==> src/rtl/txs_pkg.sv <==
package txs_pkg;
  localparam int STAT_W  = 8;
  localparam int B_DONE  = 7;
  localparam int B_INTRQ = 6;
  localparam int B_JAB   = 5;
  localparam int B_UND   = 4;
  localparam int B_MAXC  = 3;
  localparam int B_OVF   = 2;
endpackage

==> src/rtl/txs_entry_fmt.sv <==
module txs_entry_fmt
  import txs_pkg::*;
(
  input  logic              cmp_valid,
  input  logic              cmp_intreq,
  input  logic              cmp_jabber,
  input  logic              cmp_underrun,
  input  logic              cmp_maxcoll,
  output logic              need_push,
  output logic              halt_set,
  output logic [STAT_W-1:0] entry
);
  logic any_err;

  always_comb begin
    any_err   = cmp_jabber | cmp_underrun | cmp_maxcoll;
    need_push = cmp_valid & (any_err | cmp_intreq);
    halt_set  = cmp_valid & (cmp_jabber | cmp_underrun);
    entry          = '0;
    entry[B_DONE]  = 1'b1;
    entry[B_INTRQ] = cmp_intreq;
    entry[B_JAB]   = cmp_jabber;
    entry[B_UND]   = cmp_underrun;
    entry[B_MAXC]  = cmp_maxcoll;
  end
endmodule

==> src/rtl/txs_store.sv <==
module txs_store
  import txs_pkg::*;
#(
  parameter int DEPTH = 4
) (
  input  logic              clk,
  input  logic              rst_n,
  input  logic              clr,
  input  logic              push,
  input  logic [STAT_W-1:0] din,
  input  logic              pop,
  output logic [STAT_W-1:0] dout,
  output logic              not_empty
);
  localparam int PW = (DEPTH > 1) ? $clog2(DEPTH) : 1;
  localparam int CW = $clog2(DEPTH + 1);

  logic [STAT_W-1:0] slot [DEPTH];
  logic [PW-1:0]     wp, rp, tail;
  logic [CW-1:0]     cnt;
  logic              full, empty, pop_ok, push_ok, ovf;

  function automatic logic [PW-1:0] nxt(input logic [PW-1:0] p);
    return (p == PW'(DEPTH - 1)) ? '0 : p + PW'(1);
  endfunction

  always_comb begin
    empty   = (cnt == '0);
    full    = (cnt == CW'(DEPTH));
    pop_ok  = pop & ~empty;
    push_ok = push & (~full | pop_ok);
    ovf     = push & full & ~pop_ok;
    tail    = (wp == '0) ? PW'(DEPTH - 1) : wp - PW'(1);
  end

  for (genvar i = 0; i < DEPTH; i++) begin : g_slot
    always_ff @(posedge clk or negedge rst_n) begin
      if (!rst_n)
        slot[i] <= '0;
      else if (!clr && push_ok && wp == PW'(i))
        slot[i] <= din;
      else if (!clr && ovf && tail == PW'(i))
        slot[i][B_OVF] <= 1'b1;
    end
  end

  always_ff @(posedge clk or negedge rst_n) begin
    if (!rst_n) begin
      wp <= '0; rp <= '0; cnt <= '0;
    end else if (clr) begin
      wp <= '0; rp <= '0; cnt <= '0;
    end else begin
      if (push_ok) wp <= nxt(wp);
      if (pop_ok)  rp <= nxt(rp);
      if (push_ok && !pop_ok)      cnt <= cnt + CW'(1);
      else if (pop_ok && !push_ok) cnt <= cnt - CW'(1);
    end
  end

  assign dout      = empty ? '0 : slot[rp];
  assign not_empty = ~empty;


  depth_bound_chk: assert property (@(posedge clk) disable iff (!rst_n)
    cnt <= CW'(DEPTH));

  empty_pop_chk: assert property (@(posedge clk) disable iff (!rst_n)
    (empty && pop && !push && !clr) |=> (cnt == '0));

  full_swap_chk: assert property (@(posedge clk) disable iff (!rst_n)
    (full && pop && push && !clr) |=> (cnt == CW'(DEPTH)));
endmodule

==> src/rtl/txs_halt_ctl.sv <==
module txs_halt_ctl (
  input  logic clk,
  input  logic rst_n,
  input  logic set,
  input  logic clr,
  output logic req
);
  always_ff @(posedge clk or negedge rst_n) begin
    if (!rst_n)   req <= 1'b0;
    else if (clr) req <= 1'b0;
    else if (set) req <= 1'b1;
  end


  req_hold_chk: assert property (@(posedge clk) disable iff (!rst_n)
    (req && !clr) |=> req);

  req_clear_chk: assert property (@(posedge clk) disable iff (!rst_n)
    clr |=> !req);
endmodule

==> src/rtl/txdone_status_stack.sv <==
module txdone_status_stack
  import txs_pkg::*;
#(
  parameter int DEPTH = 4
) (
  input  logic              clk,
  input  logic              rst_n,
  input  logic              cmp_valid,
  input  logic              cmp_intreq,
  input  logic              cmp_jabber,
  input  logic              cmp_underrun,
  input  logic              cmp_maxcoll,
  input  logic              host_pop,
  input  logic              tx_reset,
  output logic [STAT_W-1:0] stat_byte,
  output logic              txc_pending,
  output logic              txrst_req
);
  logic              need_push, halt_set;
  logic [STAT_W-1:0] entry;

  txs_entry_fmt u_fmt (
    .cmp_valid(cmp_valid), .cmp_intreq(cmp_intreq), .cmp_jabber(cmp_jabber),
    .cmp_underrun(cmp_underrun), .cmp_maxcoll(cmp_maxcoll),
    .need_push(need_push), .halt_set(halt_set), .entry(entry)
  );

  txs_store #(.DEPTH(DEPTH)) u_store (
    .clk(clk), .rst_n(rst_n), .clr(tx_reset), .push(need_push), .din(entry),
    .pop(host_pop), .dout(stat_byte), .not_empty(txc_pending)
  );

  txs_halt_ctl u_halt (
    .clk(clk), .rst_n(rst_n), .set(halt_set), .clr(tx_reset), .req(txrst_req)
  );


  byte_fmt_chk: assert property (@(posedge clk) disable iff (!rst_n)
    (stat_byte[1:0] == 2'b00) && (stat_byte == '0 || stat_byte[B_DONE]));

  pending_rise_chk: assert property (@(posedge clk) disable iff (!rst_n)
    $rose(txc_pending) |-> $past(cmp_valid));
endmodule

==> config.mk <==
export PLATFORM = sky130hd
export DESIGN_NAME = txdone_status_stack
export DESIGN_NICKNAME = d
export VERILOG_FILES = /design/src/rtl/txs_pkg.sv /design/src/rtl/txs_entry_fmt.sv /design/src/rtl/txs_store.sv /design/src/rtl/txs_halt_ctl.sv /design/src/rtl/txdone_status_stack.sv
export SDC_FILE = /design/constraint.sdc
export NUM_CORES = 1
export LEC_CHECK = 0
export ABC_CLOCK_PERIOD_IN_PS = 2300
export BUFFER_PORTS_ARGS = -buffer_cell sky130_fd_sc_hd__clkbuf_2
export CORE_UTILIZATION = 30
export CTS_BUF_LIST = sky130_fd_sc_hd__clkbuf_8
export DETAILED_ROUTE_END_ITERATION = 7
export PLACE_DENSITY_LB_ADDON = 0.1
export SLEW_MARGIN = 5
export SYNTH_ARGS = -nofsm -noshare
export SYNTH_HDL_FRONTEND = slang
export SYNTH_HIERARCHICAL = 1
export SYNTH_SLANG_ARGS = --single-unit
==> constraint.sdc <==
create_clock -name clk -period 2.3 [get_ports clk]
set_input_delay 0.115 -clock clk [delete_from_list [all_inputs] [get_ports clk]]
set_output_delay 0.115 -clock clk [all_outputs]
set_load 0.02 [all_outputs]
==> results.py, run 1 <==
metrics = {
    "outcome": {
        "status": "finished, violations left",
        "violations": "negative hold slack",
    },
    "hold_path": {
        "min_path_type": "input pin to asynchronous set/reset pin",
    },
    "synthesis": {
        "synth_cells": 169,
        "syn_area_um2": 2300,
        "syn_area_per_cell_um2": 13.6,
        "synth-seq-area-share": 0.434,
        "synth_seq_cells": 40,
        "synth_edf_count": 0,
        "synthFlopType": "dfrtp_1",
        "yosys_warnings": 6,
        "netlist-cell-type-count": 37,
        "async_flop_share": 1.00,
    },
    "die": {
        "fp.dieW_um": 89.7,
        "core_area_um2": 7330,
        "start_util": 0.314,
        "die_area_um2": 8040,
        "io_pins": 19,
        "row_count": 31,
        "die_y_um": 89.7,
    },
    "power_and_ir_drop": {
        "powerDensity_nw_per_um2": 1180,
        "p_leak_uw": 0.00124,
        "ir_drop_mv": 0.394,
    },
    "cts": {
        "clkTransAtPathRegs_ps": 80,
        "cts_buffer_depth": 2,
        "cts_buffers": 5,
        "post_cts_buffers": 0,
        "cts-root-buf": "clkbuf_8",
        "clkSinkCount": 40,
        "cts-htree-levels": 2,
        "ctsResizeCount": 0,
        "hold_buffers": 0,
        "cts_tree": "done",
        "clk_latency_ps": 290,
    },
    "finish": {
        "fillers": 718,
        "antenna_cells": 0,
        "nets": 203,
        "drive_gt1_frac": 0.426,
        "areaGrowthSynthToFinish_pct": 12.2,
        "layout_commonest_cell": "dfrtp_1",
        "final_cell_mix": "40 x dfrtp_1, 28 x mux2_4, 18 x clkbuf_2",
    },
    "worst_setup_path": {
        "path_cells": "mux4_2 > nor2b_1 > clkbuf_2",
        "path_max_fanout": 11,
        "slowest_stage": "dfrtp_1",
        "worst_ep_arrival_time_ps": 1940,
        "path_class": "flop to output port",
        "max_stage_delay_ps": 770,
        "cp-start-kind": "flop",
        "end_kind": "output port",
        "cp.required_ps": 2180,
    },
    "routing": {
        "drtAntennaViolNets": 0,
        "vias_per_cell": 4.65,
        "drt-pass1-iter-count": 4,
        "drtIter0Drc": 37,
        "dr_total_vias": 1335,
        "drt-total-wl_mm": 4.62,
        "wire_per_inst_um": 16.1,
        "drc": 0,
    },
    "sta": {
        "max_freq_mhz": 486,
        "max-slew-margin-rel": 0.321,
        "hold_viol_final": 15,
        "tns_ps": 0,
        "slew_violations": 0,
        "fin_skew_ps": 7.48,
        "setup_violations": 0,
        "rsz0062_at_grt": "false",
        "timing.final.crit_period_ps": 2060,
        "holdWs_ps": -12.7,
        "min_period_over_period": 0.895,
        "worst_pin_slew_ps": 1020,
    },
    "global_route": {
        "grt_max_degree": 41,
        "globalRouteTotalUtil": 0.128,
        "overflow": 0,
        "grt_pass1_vias": 1403,
        "grt_pass1_wl_mm": 7.38,
        "antenna_found_initial": 0,
    },
    "placed_design": {
        "gp_congestion": 0.766,
        "dp_hpwl_mm": 3.27,
        "portBuffers": 18,
    },
    "run": {
        "drv_cap": 0,
    },
}
-- worst paths after layout --
| path | cells past startpoint | endpoint | from | slack (ps) |
|---|---|---|---|---|
| setup / recovery | 3 | stat_byte[7] | u_store/rp[0]$_DFFE_PN0P_ | 240 |
| hold / removal | 1 | u_store/slot[16]$_DFFE_PN0P_ | rst_n | -10 |
| setup reg to reg | 5 | u_store/cnt[2]$_DFFE_PN0P_ | u_store/cnt[1]$_DFFE_PN0P_ | 240 |
| hold reg to reg | 1 | u_halt/req$_DFFE_PN0P_ | u_halt/req$_DFFE_PN0P_ | 510 |
| max in group asynchronous | 1 | u_store/slot[2]$_DFFE_PN0P_ | rst_n | 1680 |
| min in group clk | 2 | u_store/slot[20]$_DFFE_PN0P_ | cmp_underrun | 150 |
-- registers in the layout (all words and copies together), names as in the netlist --
signal	count
u_halt/req	1
u_store/cnt	3
u_store/rp	2
u_store/slot	32
u_store/wp	2
-- area by class of cell --
class | instances | area [um2] | share of cell area
clock buffers | 6 | 82.6 | 0.0319
inverters | 7 | 26.3 | 0.0102
repair buffers | 27 | 158 | 0.0610
multi-input cells | 106 | 1160 | 0.447
flip-flops and latches | 40 | 1000 | 0.387
clock inverters | 2 | 38.8 | 0.0150
well taps | 99 | 124 | 0.0479
-- critical path, delay by kind of cell (launching register included) --
kind | cells | cell delay [ps]
mux | 1 | 590
buf+inv | 1 | 150
simple gates | 1 | 140
flops | 1 | 770
-- report_power, final --
part,leakage [uW],switching (uW),internal (uW)
Sequential,0.000508,200,962
Clock,0.0000614,243,355
Combinational,0.000672,558,721
Total,0.00124,1000,2040
-- layer usage --
metal	global-route usage	part of all wire
met4	0.0346	0.010
met3	0.0274	0.019
met5	0	0
met1	0.165	0.47
met2	0.217	0.50
-- synthesized netlist by cell type, types with 2 or more instances --
library cell	instances	area, um2
mux2_2	2	22.5
buf_6	3	33.8
nand3_4	4	70.1
nor2_1	8	30.0
inv_1	7	26.3
nor2b_1	9	56.3
a31oi_1	6	37.5
ha_1	6	75.1
dfrtp_1	40	1000
mux2_4	28	420
clkbuf_1	2	7.51
mux4_2	8	180
buf_4	9	67.6
buf_2	4	20.0
o21ai_0	3	15.0
o21a_1	2	15.0
mux2i_1	5	50.1
conb_1	2	7.51
a21oi_1	3	15.0
-- cell families (layout without fill, tap and decap cells) --
group	after synthesis	after routing	synth area share
muxes	43	43	0.292
DFF	40	40	0.434
and+or+nand+nor	31	31	0.0993
buffers and inverters	25	42	0.0673
AOI/OAI and AO/OA	20	20	0.0586
adders and majority gates	7	7	0.0413
other	2	4	0.00326
xor gates and xnor gates	1	1	0.00380
-- through the flow --
stage | area, um2 | power (uW) | util | setup slack [ps] | instances
floorplan | 2310 | 2120 | - | 68.9 | 171
global placement | 2460 | 2450 | 0.336 | 233 | 279
detailed placement | 2460 | 2480 | 0.336 | 156 | 279
CTS | 2590 | 3100 | 0.353 | 160 | 287
global route | 2590 | 3240 | 0.353 | 110 | 287
finish | 2590 | 3040 | 0.353 | 241 | 287
(Power assumes the default switching activity.)
==> run 2: changes to the inputs <==
--- a/config.mk
+++ b/config.mk
@@ -5,8 +5,11 @@
 export SDC_FILE = /design/constraint.sdc
 export NUM_CORES = 1
 export LEC_CHECK = 0
-export ABC_CLOCK_PERIOD_IN_PS = 2300
+export ABC_CLOCK_PERIOD_IN_PS = 2200
 export BUFFER_PORTS_ARGS = -buffer_cell sky130_fd_sc_hd__clkbuf_2
+export CELL_PAD_IN_SITES_DETAIL_PLACEMENT = 0
+export CELL_PAD_IN_SITES_GLOBAL_PLACEMENT = 1
+export CORE_ASPECT_RATIO = 1.5
 export CORE_UTILIZATION = 30
 export CTS_BUF_LIST = sky130_fd_sc_hd__clkbuf_8
 export DETAILED_ROUTE_END_ITERATION = 7
==> constraint.sdc (replaced) <==
create_clock -name clk -period 2.2 [get_ports clk]
set_input_delay 0.11 -clock clk [delete_from_list [all_inputs] [get_ports clk]]
set_output_delay 0.11 -clock clk [all_outputs]
set_load 0.02 [all_outputs]
==> results.py, run 2 (synthesis results as in run 1) <==
metrics = {
    "outcome": {
        "status": "finished clean",
    },
    "cts": {
        "cts_buffer_depth": 2,
        "cts-root-buf": "clkbuf_8",
        "clkTransAtPathRegs_ps": 90,
        "cts_buffers": 5,
        "clkSinkCount": 40,
        "cts_tree": "done",
        "cts-htree-levels": 2,
        "post_cts_buffers": 0,
        "clk_latency_ps": 300,
    },
    "routing": {
        "wire_per_inst_um": 16.6,
        "dr_total_vias": 1354,
        "drt-total-wl_mm": 4.80,
        "drtAntennaViolNets": 0,
        "vias_per_cell": 4.67,
        "drt-pass1-iter-count": 4,
        "drc": 0,
        "drtIter0Drc": 40,
    },
    "sta": {
        "setup_violations": 0,
        "fin_skew_ps": 7.16,
        "tns_ps": 0,
        "slew_violations": 0,
        "worst_pin_slew_ps": 956,
        "holdWs_ps": 125,
        "layout_setup_ws_ps": 148,
        "min_period_over_period": 0.933,
        "hold_viol_final": 0,
        "rsz0062_at_grt": "false",
        "max_freq_mhz": 487,
        "max-slew-margin-rel": 0.362,
        "timing.final.crit_period_ps": 2050,
    },
    "worst_setup_path": {
        "max_stage_delay_ps": 550,
        "cp-start-kind": "flop",
        "end_kind": "flop",
        "path_class": "flop to flop",
        "cp.required_ps": 2420,
        "r2r.worst_path.cells": 5,
        "worst_ep_arrival_time_ps": 2270,
        "r2r_end": "u_store/cnt[2]$_DFFE_PN0P_",
        "reg2reg_from": "u_store/cnt[1]$_DFFE_PN0P_",
        "path_cells": "or4b_4 > and3_4 > fa_1 > a31o_2 > a31oi_1",
        "slowest_stage": "or4b_4",
        "reg2reg_slack_ps": 150,
        "path_max_fanout": 4,
    },
    "placed_design": {
        "dp_hpwl_mm": 3.42,
        "placed_cells": 281,
        "place_ws_ps": 92.6,
        "gp_congestion": 0.748,
        "portBuffers": 18,
    },
    "global_route": {
        "grt_max_degree": 41,
        "globalRouteTotalUtil": 0.135,
        "antenna_found_initial": 0,
        "grt_pass1_wl_mm": 7.89,
        "grt_pass1_vias": 1508,
        "overflow": 0,
    },
    "hold_path": {
        "min_path_type": "input pin to flop",
        "min_path_cells": 2,
        "worstHoldStart": "cmp_maxcoll",
        "hold_path_end": "u_store/slot[11]$_DFFE_PN0P_",
    },
    "die": {
        "fp.dieW_um": 73.6,
        "row_count": 38,
        "core_area_um2": 7320,
        "die_area_um2": 8040,
        "start_util": 0.315,
        "io_pins": 19,
        "die_y_um": 109,
    },
    "finish": {
        "largest_reg_flops": 32,
        "nets": 205,
        "final_cell_mix": "39 x dfrtp_1, 28 x mux2_4, 18 x clkbuf_2",
        "reg_top3": "u_store/slot (32), u_store/cnt (3)",
        "areaGrowthSynthToFinish_pct": 12.8,
        "layout_commonest_cell": "dfrtp_1",
        "regMostFlops": "u_store/slot",
        "drive_gt1_frac": 0.432,
        "stdcell_count": 290,
        "antenna_cells": 0,
    },
    "run": {
        "drv_cap": 0,
    },
    "power_and_ir_drop": {
        "p_leak_uw": 0.00124,
        "ir_drop_mv": 0.406,
        "powerDensity_nw_per_um2": 1220,
    },
}
## run 2: per-layer routing
layer	routed length, um	GRT usage
met1	2010	0.153
met2	2560	0.237
met3	91	0.0238
met4	142	0.0701
met5	0	0
## run 2: final cells by class
type / count / area, um2
fillers: 738 / 4720
clock buffers: 5 / 68.8
multi-input cells: 106 / 1160
well taps: 100 / 125
inverters: 7 / 26.3
flip-flops and latches: 40 / 1000
clock inverters: 3 / 42.5
repair buffers: 29 / 175
## run 2: where the power goes
part	leakage (uW)	internal, uW	switching (uW)
Combinational	0.000681	761	588
Sequential	0.000506	1010	209
Clock	0.0000541	336	277
Total	0.00124	2100	1070
## run 2: worst max-delay path: cells and delay by family (launching register included)
family | cells | cell delay [ps]
fa+ha+maj | 1 | 420
simple gates | 2 | 740
flops | 1 | 400
compound gates | 2 | 430
## run 2: timing repair
item,in CTS,in global routing
endpoints found under the hold margin,40,0
hold buffers,1,0
gates resized for setup,0,1
endpoints found under the setup margin,0,2
## run 2: through the flow
stage          power, uW   util  instance area (um2)
2_1_floorplan       2220      -                 2320
3_3_place_gp        2570  0.338                 2480
3_5_place_dp        2600  0.338                 2480
4_1_cts             3230  0.355                 2600
5_1_grt             3400  0.355                 2600
6_report            3180  0.355                 2600
## run 2: worst max path at each step
stage                                           from                            to  slack, ps
after floorplan           u_store/cnt[1]$_DFFE_PN0P_    u_store/cnt[1]$_DFFE_PN0P_          3
after global placement                    cmp_jabber  u_store/slot[27]$_DFFE_PN0P_        130
after detailed placement                  cmp_jabber  u_store/slot[27]$_DFFE_PN0P_         90
after CTS                  u_store/rp[0]$_DFFE_PN0P_                  stat_byte[2]         80
after global routing      u_store/cnt[1]$_DFFE_PN0P_    u_store/cnt[2]$_DFFE_PN0P_         70
final                     u_store/cnt[1]$_DFFE_PN0P_    u_store/cnt[2]$_DFFE_PN0P_        150
